## config.mk

```make
export PLATFORM = sky130hd
export DESIGN_NAME = iack_vector_responder
export DESIGN_NICKNAME = d
export VERILOG_FILES = /design/src/rtl/iackv_pkg.sv /design/src/rtl/iackv_decode.sv /design/src/rtl/iackv_timer.sv /design/src/rtl/iack_vector_responder.sv
export SDC_FILE = /design/constraint.sdc
export NUM_CORES = 1
export LEC_CHECK = 0
export BUFFER_PORTS_ARGS = -buffer_cell sky130_fd_sc_hd__buf_2
export CAP_MARGIN = 20
export CORE_AREA = 2 2 63 65
export DETAILED_ROUTE_END_ITERATION = 8
export DIE_AREA = 0 0 65 67
export GPL_ROUTABILITY_DRIVEN = 0
export PLACE_DENSITY = 0.82
export SYNTH_ARGS = -nofsm -noshare
export SYNTH_HDL_FRONTEND = slang
export SYNTH_HIERARCHICAL = 1
export SYNTH_SLANG_ARGS = --single-unit
```

## constraint.sdc

```tcl
create_clock -name clk -period 3.1 [get_ports clk]
set_clock_uncertainty 0.15 [all_clocks]
set_input_delay 0.62 -clock clk [delete_from_list [all_inputs] [get_ports clk]]
set_output_delay 0.62 -clock clk [all_outputs]
set_load 0.005 [all_outputs]
```

## src/rtl/iackv_pkg.sv

```systemverilog
package iackv_pkg;

  typedef enum logic [2:0] {
    ST_IDLE,
    ST_RESP,
    ST_PASS,
    ST_FETCH,
    ST_WAIT_SYS
  } iackv_state_e;

  typedef enum logic [1:0] {
    CL_MBOX,
    CL_SYS,
    CL_LOCAL,
    CL_BAD
  } iackv_class_e;

  typedef enum logic [1:0] {
    MD_INTERNAL = 2'b00,
    MD_ACK_ONLY = 2'b01,
    MD_EXT_SLOW = 2'b10,
    MD_EXT_FAST = 2'b11
  } iackv_mode_e;

  // Clock cycles covering a window of ns nanoseconds, rounded up
  function automatic int unsigned ns_to_cycles(input int unsigned ns,
                                               input int unsigned mhz);
    return (ns * mhz + 999) / 1000;
  endfunction

  // Internal vector: page bits on top, channel number below
  function automatic logic [7:0] make_vec(input logic [1:0] page,
                                          input logic [5:0] num);
    return {page, num};
  endfunction

  function automatic logic [5:0] local_num(input logic [5:0] base,
                                           input int unsigned idx);
    return base + 6'(idx);
  endfunction

endpackage

```

## src/rtl/iackv_decode.sv

```systemverilog
module iackv_decode
  import iackv_pkg::*;
#(
  parameter int unsigned CHAN_W     = 4,
  parameter int unsigned N_LOCAL    = 4,
  parameter int unsigned MBOX_CODE  = 0,
  parameter int unsigned SYS_LEVELS = 7,
  parameter int unsigned LOCAL_BASE = 8,
  localparam int unsigned LIDX_W    = (N_LOCAL > 1) ? $clog2(N_LOCAL) : 1,
  localparam int unsigned MODE_W    = 2 * N_LOCAL
) (
  input  logic [CHAN_W-1:0] chan_i,
  input  logic [MODE_W-1:0] mode_reg_i,
  output iackv_class_e      cls_o,
  output logic [LIDX_W-1:0] lidx_o,
  output iackv_mode_e       lmode_o
);

  logic [N_LOCAL-1:0] hit;
  logic [1:0]         field [N_LOCAL];

  genvar gi;
  generate
    for (gi = 0; gi < N_LOCAL; gi++) begin : g_local
      assign hit[gi]   = (32'(chan_i) == LOCAL_BASE + gi);
      assign field[gi] = mode_reg_i[2*gi +: 2];
    end
  endgenerate

  always_comb begin
    lidx_o  = '0;
    lmode_o = MD_INTERNAL;
    for (int i = 0; i < N_LOCAL; i++) begin
      if (hit[i]) begin
        lidx_o  = LIDX_W'(i);
        lmode_o = iackv_mode_e'(field[i]);
      end
    end
    if (32'(chan_i) == MBOX_CODE)
      cls_o = CL_MBOX;
    else if (32'(chan_i) >= 1 && 32'(chan_i) <= SYS_LEVELS)
      cls_o = CL_SYS;
    else if (|hit)
      cls_o = CL_LOCAL;
    else
      cls_o = CL_BAD;
  end

endmodule

```

## src/rtl/iackv_timer.sv

```systemverilog
module iackv_timer #(
  parameter int unsigned SLOW_CYC = 200,
  parameter int unsigned FAST_CYC = 100,
  localparam int unsigned MAX_CYC = (SLOW_CYC > FAST_CYC) ? SLOW_CYC : FAST_CYC,
  localparam int unsigned CNT_W   = $clog2(MAX_CYC + 1)
) (
  input  logic clk,
  input  logic rst_n,
  input  logic start_i,
  input  logic fast_i,
  input  logic abort_i,
  output logic done_o
);

  logic [CNT_W-1:0] cnt_q;
  logic [CNT_W-1:0] lim_q;
  logic             run_q;
  logic             at_end;

  assign at_end = (cnt_q == lim_q - CNT_W'(1));
  assign done_o = run_q && at_end;

  always_ff @(posedge clk or negedge rst_n) begin
    if (!rst_n) begin
      cnt_q <= '0;
      lim_q <= CNT_W'(SLOW_CYC);
      run_q <= 1'b0;
    end else if (abort_i) begin
      run_q <= 1'b0;
    end else if (start_i) begin
      run_q <= 1'b1;
      cnt_q <= '0;
      lim_q <= fast_i ? CNT_W'(FAST_CYC) : CNT_W'(SLOW_CYC);
    end else if (run_q) begin
      if (at_end) run_q <= 1'b0;
      else        cnt_q <= cnt_q + CNT_W'(1);
    end
  end

  // the counter never runs past its window
  p_cnt_in_window_r5: assert property (@(posedge clk) disable iff (!rst_n)
    run_q |-> (cnt_q < lim_q));

  // the window ends right after done
  p_done_stops_r6: assert property (@(posedge clk) disable iff (!rst_n)
    (done_o && !abort_i) |=> !run_q);

endmodule

```

## src/rtl/iack_vector_responder.sv

```systemverilog
module iack_vector_responder
  import iackv_pkg::*;
#(
  parameter int unsigned CHAN_W         = 4,
  parameter int unsigned N_LOCAL        = 4,
  parameter int unsigned MBOX_CODE      = 0,
  parameter int unsigned SYS_LEVELS     = 7,
  parameter int unsigned LOCAL_BASE     = 8,
  parameter logic [5:0]  MBOX_NUM       = 6'h00,
  parameter logic [5:0]  LOCAL_NUM_BASE = 6'h34,
  parameter logic [7:0]  EMPTY_VEC      = 8'h3F,
  parameter int unsigned CLK_MHZ        = 200,
  parameter int unsigned SLOW_NS        = 1000,
  parameter int unsigned FAST_NS        = 500,
  localparam int unsigned MODE_W        = 2 * N_LOCAL,
  localparam int unsigned LIDX_W        = (N_LOCAL > 1) ? $clog2(N_LOCAL) : 1,
  localparam int unsigned SLOW_CYC      = ns_to_cycles(SLOW_NS, CLK_MHZ),
  localparam int unsigned FAST_CYC      = ns_to_cycles(FAST_NS, CLK_MHZ)
) (
  input  logic               clk,
  input  logic               rst_n,
  input  logic               iack_i,
  input  logic [CHAN_W-1:0]  chan_i,
  input  logic [MODE_W-1:0]  mode_reg_i,
  input  logic [1:0]         vec_page_i,
  input  logic [7:0]         lio_data_i,
  input  logic [7:0]         sys_vec_i,
  input  logic               sys_vec_valid_i,
  output logic [7:0]         cpu_vec_o,
  output logic               cpu_vec_oe_o,
  output logic               cpu_ack_o,
  output logic [N_LOCAL-1:0] local_ack_n_o
);

  iackv_class_e      d_cls;
  logic [LIDX_W-1:0] d_lidx;
  iackv_mode_e       d_mode;

  iackv_decode #(
    .CHAN_W    (CHAN_W),
    .N_LOCAL   (N_LOCAL),
    .MBOX_CODE (MBOX_CODE),
    .SYS_LEVELS(SYS_LEVELS),
    .LOCAL_BASE(LOCAL_BASE)
  ) u_decode (
    .chan_i    (chan_i),
    .mode_reg_i(mode_reg_i),
    .cls_o     (d_cls),
    .lidx_o    (d_lidx),
    .lmode_o   (d_mode)
  );

  iackv_state_e       state_q;
  iackv_class_e       cls_q;
  iackv_mode_e        lmode_q;
  logic [7:0]         vec_q;
  logic [N_LOCAL-1:0] hot_q;

  // Named events
  logic accept_evt;
  logic release_evt;
  logic fetch_start;
  logic fetch_done;
  logic sys_take;

  assign accept_evt  = (state_q == ST_IDLE) && iack_i;
  assign release_evt = (state_q != ST_IDLE) && !iack_i;
  assign fetch_start = accept_evt && (d_cls == CL_LOCAL) &&
                       ((d_mode == MD_EXT_SLOW) || (d_mode == MD_EXT_FAST));
  assign sys_take    = (state_q == ST_WAIT_SYS) && iack_i && sys_vec_valid_i;

  iackv_timer #(
    .SLOW_CYC(SLOW_CYC),
    .FAST_CYC(FAST_CYC)
  ) u_timer (
    .clk    (clk),
    .rst_n  (rst_n),
    .start_i(fetch_start),
    .fast_i (d_mode == MD_EXT_FAST),
    .abort_i(!iack_i),
    .done_o (fetch_done)
  );

  always_ff @(posedge clk or negedge rst_n) begin
    if (!rst_n) begin
      state_q <= ST_IDLE;
      cls_q   <= CL_BAD;
      lmode_q <= MD_INTERNAL;
      vec_q   <= '0;
      hot_q   <= '0;
    end else if (release_evt) begin
      state_q <= ST_IDLE;
      hot_q   <= '0;
    end else begin
      unique case (state_q)
        ST_IDLE: if (iack_i) begin
          cls_q   <= d_cls;
          lmode_q <= d_mode;
          unique case (d_cls)
            CL_MBOX: begin
              vec_q   <= make_vec(vec_page_i, MBOX_NUM);
              state_q <= ST_RESP;
            end
            CL_BAD: begin
              vec_q   <= EMPTY_VEC;
              state_q <= ST_RESP;
            end
            CL_SYS: state_q <= ST_WAIT_SYS;
            CL_LOCAL: begin
              hot_q <= N_LOCAL'(1) << d_lidx;
              unique case (d_mode)
                MD_INTERNAL: begin
                  vec_q   <= make_vec(vec_page_i,
                                      local_num(LOCAL_NUM_BASE, 32'(d_lidx)));
                  state_q <= ST_RESP;
                end
                MD_ACK_ONLY: state_q <= ST_PASS;
                default:     state_q <= ST_FETCH;
              endcase
            end
            default: state_q <= ST_IDLE;
          endcase
        end
        ST_FETCH: if (fetch_done) begin
          vec_q   <= lio_data_i;
          state_q <= ST_RESP;
        end
        ST_WAIT_SYS: if (sys_take) begin
          vec_q   <= sys_vec_i;
          state_q <= ST_RESP;
        end
        default: state_q <= state_q;
      endcase
    end
  end

  assign cpu_vec_oe_o  = (state_q == ST_RESP);
  assign cpu_ack_o     = (state_q == ST_RESP);
  assign cpu_vec_o     = cpu_vec_oe_o ? vec_q : 8'h00;
  assign local_ack_n_o = ~hot_q;

  // never more than one local acknowledge line active
  p_one_lack_r8: assert property (@(posedge clk) disable iff (!rst_n)
    $onehot0(~local_ack_n_o));

  // local acknowledge only for a local channel
  p_lack_own_r8: assert property (@(posedge clk) disable iff (!rst_n)
    (local_ack_n_o != '1) |-> (cls_q == CL_LOCAL));

  // everything inactive one clock after IACK falls
  p_release_r11: assert property (@(posedge clk) disable iff (!rst_n)
    !iack_i |=> (!cpu_vec_oe_o && !cpu_ack_o && (local_ack_n_o == '1)));

  // acknowledge-only mode never completes the cycle itself
  p_pass_quiet_r4: assert property (@(posedge clk) disable iff (!rst_n)
    ((cls_q == CL_LOCAL) && (lmode_q == MD_ACK_ONLY)) |-> !cpu_ack_o);

  // a system-bus answer follows the valid strobe
  p_sys_after_valid_r9: assert property (@(posedge clk) disable iff (!rst_n)
    ($rose(cpu_ack_o) && (cls_q == CL_SYS)) |-> $past(sys_vec_valid_i));

  // undecodable channels get the empty vector
  p_empty_vec_r10: assert property (@(posedge clk) disable iff (!rst_n)
    (cpu_ack_o && (cls_q == CL_BAD)) |-> (cpu_vec_o == EMPTY_VEC));

  // the answered vector holds while the cycle lasts
  p_vec_hold_r5: assert property (@(posedge clk) disable iff (!rst_n)
    (cpu_ack_o && $past(cpu_ack_o)) |-> $stable(cpu_vec_o));

endmodule

```

==> impl_metrics.env, run 1 <==
export IMPL_cts_max_path_buffers=2
export IMPL_synthCells=204
export IMPL_total_of_endpoints_with_negative_setup_slack_in_the_final_report=0
export IMPL_num_vias=1624
export IMPL_die_width_um=65
export IMPL_vias_per_cell=5.524
export IMPL_floorplan_core_area_mm2=0.003606
export IMPL_min_period_over_period=0.8679
export IMPL_routedWlPerCell_um=13.46
export IMPL_outcome="finished, final reports clean"
export IMPL_cts_made_buffers=3
export IMPL_worst_pin_slew_ns=0.6641
export IMPL_die_area_mm2=0.004355
export IMPL_synth_top_cell_area_share=0.3347
export IMPL_critical_path_peak_fanout=8
export IMPL_holdBufCountCts=0
export IMPL_antenna_cells=0
export IMPL_post_cts_resize_count=0
export IMPL_clock_fmax_mhz=371.7
export IMPL_antenna_left=0
export IMPL_synth_cell_area_mm2=0.001869
export IMPL_synth_distinct_cells=50
export IMPL_synth_edf_count=0
export IMPL_synthArstFlopShare=1.000
export IMPL_grt_setup_unrepaired="no"
export IMPL_die_h_um=67
export IMPL_number_of_maximum_capacitance_violations=0
export IMPL_global_routing_usage_summed_across_all_routing_layers=0.1891
export IMPL_setup_worst_path_start_class="flip-flop"
export IMPL_grt_pass1_wl_um=6555
export IMPL_mappedNetlistNets=244
export IMPL_clkSinkCount=26
export IMPL_final_setup_tns_ns=0
export IMPL_final_number_of_max_transition_violations=0
export IMPL_floorplan_rows=22
export IMPL_syn_mean_instance_area_um2=9.163
export IMPL_postLayoutCellArea_mm2=0.002195
export IMPL_ios=48
export IMPL_detail_route_drc_violations=0
export IMPL_grt_remaining_overflow=0
export IMPL_power_density_mw_per_mm2=445.9
export IMPL_timing_slew_headroom=0.5553
export IMPL_dpl_cell_area_mm2=0.002123
export IMPL_hpwlAfterDp_um=3064
export IMPL_leakage_power_total_uw=0.001037
export IMPL_synth_area_leader_cell="sky130_fd_sc_hd__dfrtp_1"
export IMPL_drt_total_wl_um=3958
export IMPL_timing_worst_setup_path_type="reg2reg"
export IMPL_yosysSeqAreaShare=0.3487
export IMPL_final_hold_viol_count=0
export IMPL_synth_seq_cells=26
export IMPL_cts_htree_levels=1
export IMPL_drt_pass1_iterations=4
export IMPL_worst_endpoint_data_arrival_time_ns=2.70
export IMPL_cts_clk_pin_slew_worst_paths_ns=0.09
export IMPL_vdd_ir_drop_worst_v=0.0002103
export IMPL_io_buffers=47
export IMPL_worstSkewPairLatency_ns=0.26
export IMPL_initial_core_utilization=0.5184
export IMPL_fin_nets=287
export IMPL_first_iter_violations=63
export IMPL_holdCritPathClass="in2async"
export IMPL_critical_path_endpoint_type="flip-flop"
export IMPL_drive_gt1_frac=0.2642
export IMPL_grt_antenna_before_repair=0
export IMPL_finalWorstPathRequiredPeriod_ns=2.690
export IMPL_crit_required_ns=3.10
export IMPL_syn2layout_area_growth_pct=17.40
export IMPL_post_cts_buffers=0
export IMPL_ys_top_cells_by_area="sky130_fd_sc_hd__dfrtp_1 (33%), sky130_fd_sc_hd__inv_1 (4.8%), sky130_fd_sc_hd__ha_1 (4.0%)"
export IMPL_first_global_vias=1500
export IMPL_synthesis_yosys_warnings=6
export IMPL_ys_flop_type="sky130_fd_sc_hd__dfrtp_1"
export IMPL_grt_max_degree=27
export IMPL_cts_tree="done"
export IMPL_root_buffer="sky130_fd_sc_hd__clkbuf_8"
flip-flops by register name, summed over array words and instances, names as in the netlist:
signal and flops:
u_timer/cnt_q 8, vec_q 8, hot_q 4, state_q 3, u_timer/lim_q 2, u_timer/run_q 1
logic make-up after synthesis:
logic type / synth area share
AO/OA/AOI/OAI: 0.2022
XOR/XNOR: 0.01875
adder cells (fa/ha/maj): 0.04016
buffers and inverters: 0.07430
flip-flops: 0.3487
multiplexers: 0.09036
AND/OR/NAND/NOR: 0.2256
cell type report:
cell class                      count  area [µm²]
Clock buffer                        3       41.29
Clock inverter                      1       30.03
Fill cell                         323        1411
Inverter                           24       90.09
Multi-Input combinational cell    144        1079
Sequential cell                    26       651.9
Tap cell                           48       60.06
Timing Repair Buffer               48       242.7
layout by cell type, fill, tap and decap left out, drive strengths merged, types with 2 or more instances in the layout:
master	count
o21ai	4
o211ai	5
or4	2
a22o	4
o22ai	6
a222oi	2
mux2i	6
ha	6
o32ai	3
and3b	6
a221o	4
a211oi	3
nor2	11
nand2	14
a21oi	7
inv	24
nor3	7
or3	2
nand2b	3
mux2	5
clkbuf	3
buf	48
nor3b	5
mux4	2
nor2b	5
nand3	5
dfrtp	25
xor2	3
and2	9
worst max-delay path, stage by stage (launching register included):
cell                       delay [ns]
sky130_fd_sc_hd__dfstp_2         0.57
sky130_fd_sc_hd__inv_1           0.05
sky130_fd_sc_hd__ha_1            0.27
sky130_fd_sc_hd__xor2_1          0.20
sky130_fd_sc_hd__o211ai_2        0.16
sky130_fd_sc_hd__nor3_1          0.20
sky130_fd_sc_hd__inv_1           0.09
sky130_fd_sc_hd__nor3_1          0.31
sky130_fd_sc_hd__o221ai_4        0.25
sky130_fd_sc_hd__mux2_2          0.33
cells in the mapped netlist (5+ instances only):
| master | count |
|---|---|
| sky130_fd_sc_hd__nor3_1 | 6 |
| sky130_fd_sc_hd__nor2_1 | 11 |
| sky130_fd_sc_hd__dfrtp_1 | 25 |
| sky130_fd_sc_hd__nand3_1 | 5 |
| sky130_fd_sc_hd__inv_1 | 24 |
| sky130_fd_sc_hd__a21oi_1 | 7 |
| sky130_fd_sc_hd__mux2_2 | 5 |
| sky130_fd_sc_hd__buf_2 | 6 |
| sky130_fd_sc_hd__nand2_1 | 14 |
| sky130_fd_sc_hd__and2_1 | 9 |
| sky130_fd_sc_hd__nor2b_1 | 5 |
| sky130_fd_sc_hd__mux2i_1 | 6 |
| sky130_fd_sc_hd__ha_1 | 6 |
| sky130_fd_sc_hd__and3b_1 | 5 |
| sky130_fd_sc_hd__o22ai_1 | 6 |
report_power, final:
group          switching (µW)  internal (µW)  leakage (µW)
sequential               44.1            397      0.000310
clock                     105            173     0.0000357
combinational             128            131      0.000691
routing by layer:
layer  global-route usage  vias to the layer above  share of wire
met4              0.03989                        0              0
met2               0.3466                       27           0.52
li1                     -                      823              -
met5                    0                        -              0
met1               0.2428                      774           0.45
met3              0.01520                        0          0.023
metrics by stage:
step                worst slack (ns)  utilization  power [µW]  hold slack [ns]  std cells
finish                        0.4095       0.6086       978.7           0.1961        294
global route                  0.2349       0.6086        1041           0.2397        294
CTS                           0.4007       0.6086       987.0           0.2164        294
detailed placement            0.2853       0.5888       709.5           0.3376        290
global placement              0.3362       0.5888       697.7           0.3304        290
floorplan                     0.5762            -       617.6           0.1744        204
path summary, 6_finish.rpt:
kind	endpoint	from	slack, ns	cells after the start
min in group clk	u_timer/cnt_q[0]	u_timer/cnt_q[0]	0.35	1
max in group asynchronous	state_q[0]	rst_n	2.22	1
worst min-delay path	u_timer/cnt_q[4]	rst_n	0.20	1
worst max register to register	vec_q[5]	u_timer/lim_q[3]	0.41	9
worst min register to register	u_timer/cnt_q[0]	u_timer/cnt_q[0]	0.35	1
worst max-delay path	vec_q[5]	u_timer/lim_q[3]	0.41	9
No activity file was read; power rests on OpenSTA's default activity.
==> run 2, diff against run 1 <==
Settings changed: CORE_AREA 2 2 63 65 to 2 2 45 89, DIE_AREA 0 0 65 67 to 0 0 47 91, PLACE_DENSITY 0.82 to 0.83.
==> impl_metrics.env, run 2 (synthesis results as in run 1) <==
export IMPL_final_number_of_max_transition_violations=0
export IMPL_num_vias=1655
export IMPL_clkSinkCount=26
export IMPL_root_buffer="sky130_fd_sc_hd__clkbuf_8"
export IMPL_worstSkewPairLatency_ns=0.28
export IMPL_cts_made_buffers=3
export IMPL_report_power_total_uw=914.5
export IMPL_cts_tree="done"
export IMPL_die_area_mm2=0.004277
export IMPL_timing_slew_headroom=0.6003
export IMPL_power_report_internal_total_uw=642.1
export IMPL_first_global_vias=1594
export IMPL_number_of_maximum_capacitance_violations=0
export IMPL_grt_antenna_before_repair=0
export IMPL_die_h_um=91
export IMPL_ios=48
export IMPL_cts_htree_levels=1
export IMPL_min_period_over_period=0.8966
export IMPL_reg_top3="u_timer/cnt_q (8), vec_q (8), hot_q (4)"
export IMPL_cts_max_path_buffers=2
export IMPL_crit_required_ns=3.12
export IMPL_vdd_ir_drop_worst_v=0.0003715
export IMPL_post_cts_buffers=0
export IMPL_cts_clk_pin_slew_worst_paths_ns=0.09
export IMPL_grt_remaining_overflow=0
export IMPL_holdCritPathClass="in2async"
export IMPL_syn2layout_area_growth_pct=16.60
export IMPL_cp_slowest_cell="sky130_fd_sc_hd__dfstp_2"
export IMPL_clock_power_share=0.242
export IMPL_routedWlPerCell_um=13.46
export IMPL_worst_pin_slew_ns=0.5969
export IMPL_initial_core_utilization=0.5238
export IMPL_die_width_um=47
export IMPL_drive_gt1_frac=0.2642
export IMPL_crit_path_cell_trace="inv_1 -> ha_1 -> xor2_1 -> o211ai_2 -> nor3_1 -> inv_1 -> nor3_1 -> o221ai_4 -> mux2_2"
export IMPL_post_cts_resize_count=0
export IMPL_drt_pass1_iterations=4
export IMPL_antenna_cells=0
export IMPL_grt_max_degree=27
export IMPL_worstPathBufferInverterCount=2
export IMPL_holdBufCountCts=0
export IMPL_grt_pass1_wl_um=6913
export IMPL_total_of_endpoints_with_negative_setup_slack_in_the_final_report=0
export IMPL_finalWorstPathRequiredPeriod_ns=2.779
export IMPL_detail_route_drc_violations=0
export IMPL_worst_endpoint_data_arrival_time_ns=2.80
export IMPL_critical_path_endpoint_type="flip-flop"
export IMPL_timing_worst_setup_path_type="reg2reg"
export IMPL_setup_worst_path_start_class="flip-flop"
export IMPL_most_common_layout_cells="sky130_fd_sc_hd__buf_2 (47), sky130_fd_sc_hd__dfrtp_1 (25), sky130_fd_sc_hd__inv_1 (24)"
export IMPL_io_buffers=47
export IMPL_final_setup_tns_ns=0
export IMPL_clock_fmax_mhz=359.8
export IMPL_path_delay_family="simple AND/OR/NAND/NOR gates"
export IMPL_drt_total_wl_um=3971
export IMPL_hpwlAfterDp_um=3099
export IMPL_critical_path_peak_fanout=8
export IMPL_power_density_mw_per_mm2=419.6
export IMPL_share_seq_of_total_power=0.480
export IMPL_power_switching_fraction=0.2978
export IMPL_floorplan_core_area_mm2=0.003568
export IMPL_vias_per_cell=5.610
export IMPL_power_combinational_fraction=0.278
export IMPL_fin_nets=287
export IMPL_cp_depth=9
export IMPL_outcome="finished, final reports clean"
export IMPL_floorplan_rows=31
export IMPL_p_switching_uw=272.4
export IMPL_first_iter_violations=42
export IMPL_global_routing_usage_summed_across_all_routing_layers=0.2149
export IMPL_layout_cells_most_common="sky130_fd_sc_hd__buf_2"
export IMPL_final_hold_viol_count=0
export IMPL_grt_setup_unrepaired="no"
export IMPL_reg2reg_depth=9
export IMPL_antenna_left=0
export IMPL_max_incr_delay_on_cp_ns=0.57
export IMPL_leakage_power_total_uw=0.001030
## run 2: cell count changes in the layout (fill, tap and decap cells not counted), sizes merged
cell and change:
clkbuf +1, bufinv -1
## run 2: worst paths after layout
kind | slack (ns) | start | endpoint
setup / recovery | 0.32 | u_timer/lim_q[3] | vec_q[1]
hold reg to reg | 0.35 | vec_q[4] | vec_q[4]
setup reg to reg | 0.32 | u_timer/lim_q[3] | vec_q[1]
max in group asynchronous | 2.22 | rst_n | u_timer/cnt_q[6]
hold / removal | 0.19 | rst_n | state_q[1]
min in group clk | 0.35 | vec_q[4] | vec_q[4]
## run 2: cell type report
| cell class | count | area, µm² |
|---|---|---|
| Clock buffer | 4 | 55.05 |
| Inverter | 24 | 90.09 |
| Fill cell | 335 | 1389 |
| Timing Repair Buffer | 48 | 242.7 |
| Tap cell | 49 | 61.31 |
| Sequential cell | 26 | 651.9 |
| Multi-Input combinational cell | 144 | 1079 |
## run 2: per-stage QoR
| step | worst slack (ns) | area, µm² | std cells | util | hold slack [ns] |
|---|---|---|---|---|---|
| final | 0.3206 | 2180 | 295 | 0.6108 | 0.1899 |
| after global routing | 0.09869 | 2180 | 295 | 0.6108 | 0.2362 |
| after CTS | 0.3214 | 2180 | 295 | 0.6108 | 0.2058 |
| after detailed placement | 0.2763 | 2125 | 291 | 0.5954 | 0.3321 |
| after global placement | 0.3264 | 2125 | 291 | 0.5954 | 0.3300 |
| after floorplan | 0.5762 | 1869 | 204 | - | 0.1744 |
## run 2: worst register-to-register path: stages, from the launching register on
cell,delay (ns)
sky130_fd_sc_hd__dfstp_2,0.57
sky130_fd_sc_hd__inv_1,0.05
sky130_fd_sc_hd__ha_1,0.29
sky130_fd_sc_hd__xor2_1,0.20
sky130_fd_sc_hd__o211ai_2,0.16
sky130_fd_sc_hd__nor3_1,0.27
sky130_fd_sc_hd__inv_1,0.10
sky130_fd_sc_hd__nor3_1,0.33
sky130_fd_sc_hd__o221ai_4,0.24
sky130_fd_sc_hd__mux2_2,0.32
## run 2: per-layer routing
metal	share of wire	vias up	track usage	routed length, µm
li1	-	823	-	-
met5	0	-	0	0
met3	0.026	9	0.02584	103
met1	0.37	788	0.2522	1457
met2	0.58	35	0.3744	2318
met4	0.023	0	0.07639	92
## run 2: power by group through the flow
stage	combinational, µW	sequential [µW]	clock [µW]
final	255	439	221
after global routing	293	448	240
after CTS	258	440	231
after detailed placement	257	447	0
after global placement	250	445	0
after floorplan	186	432	0
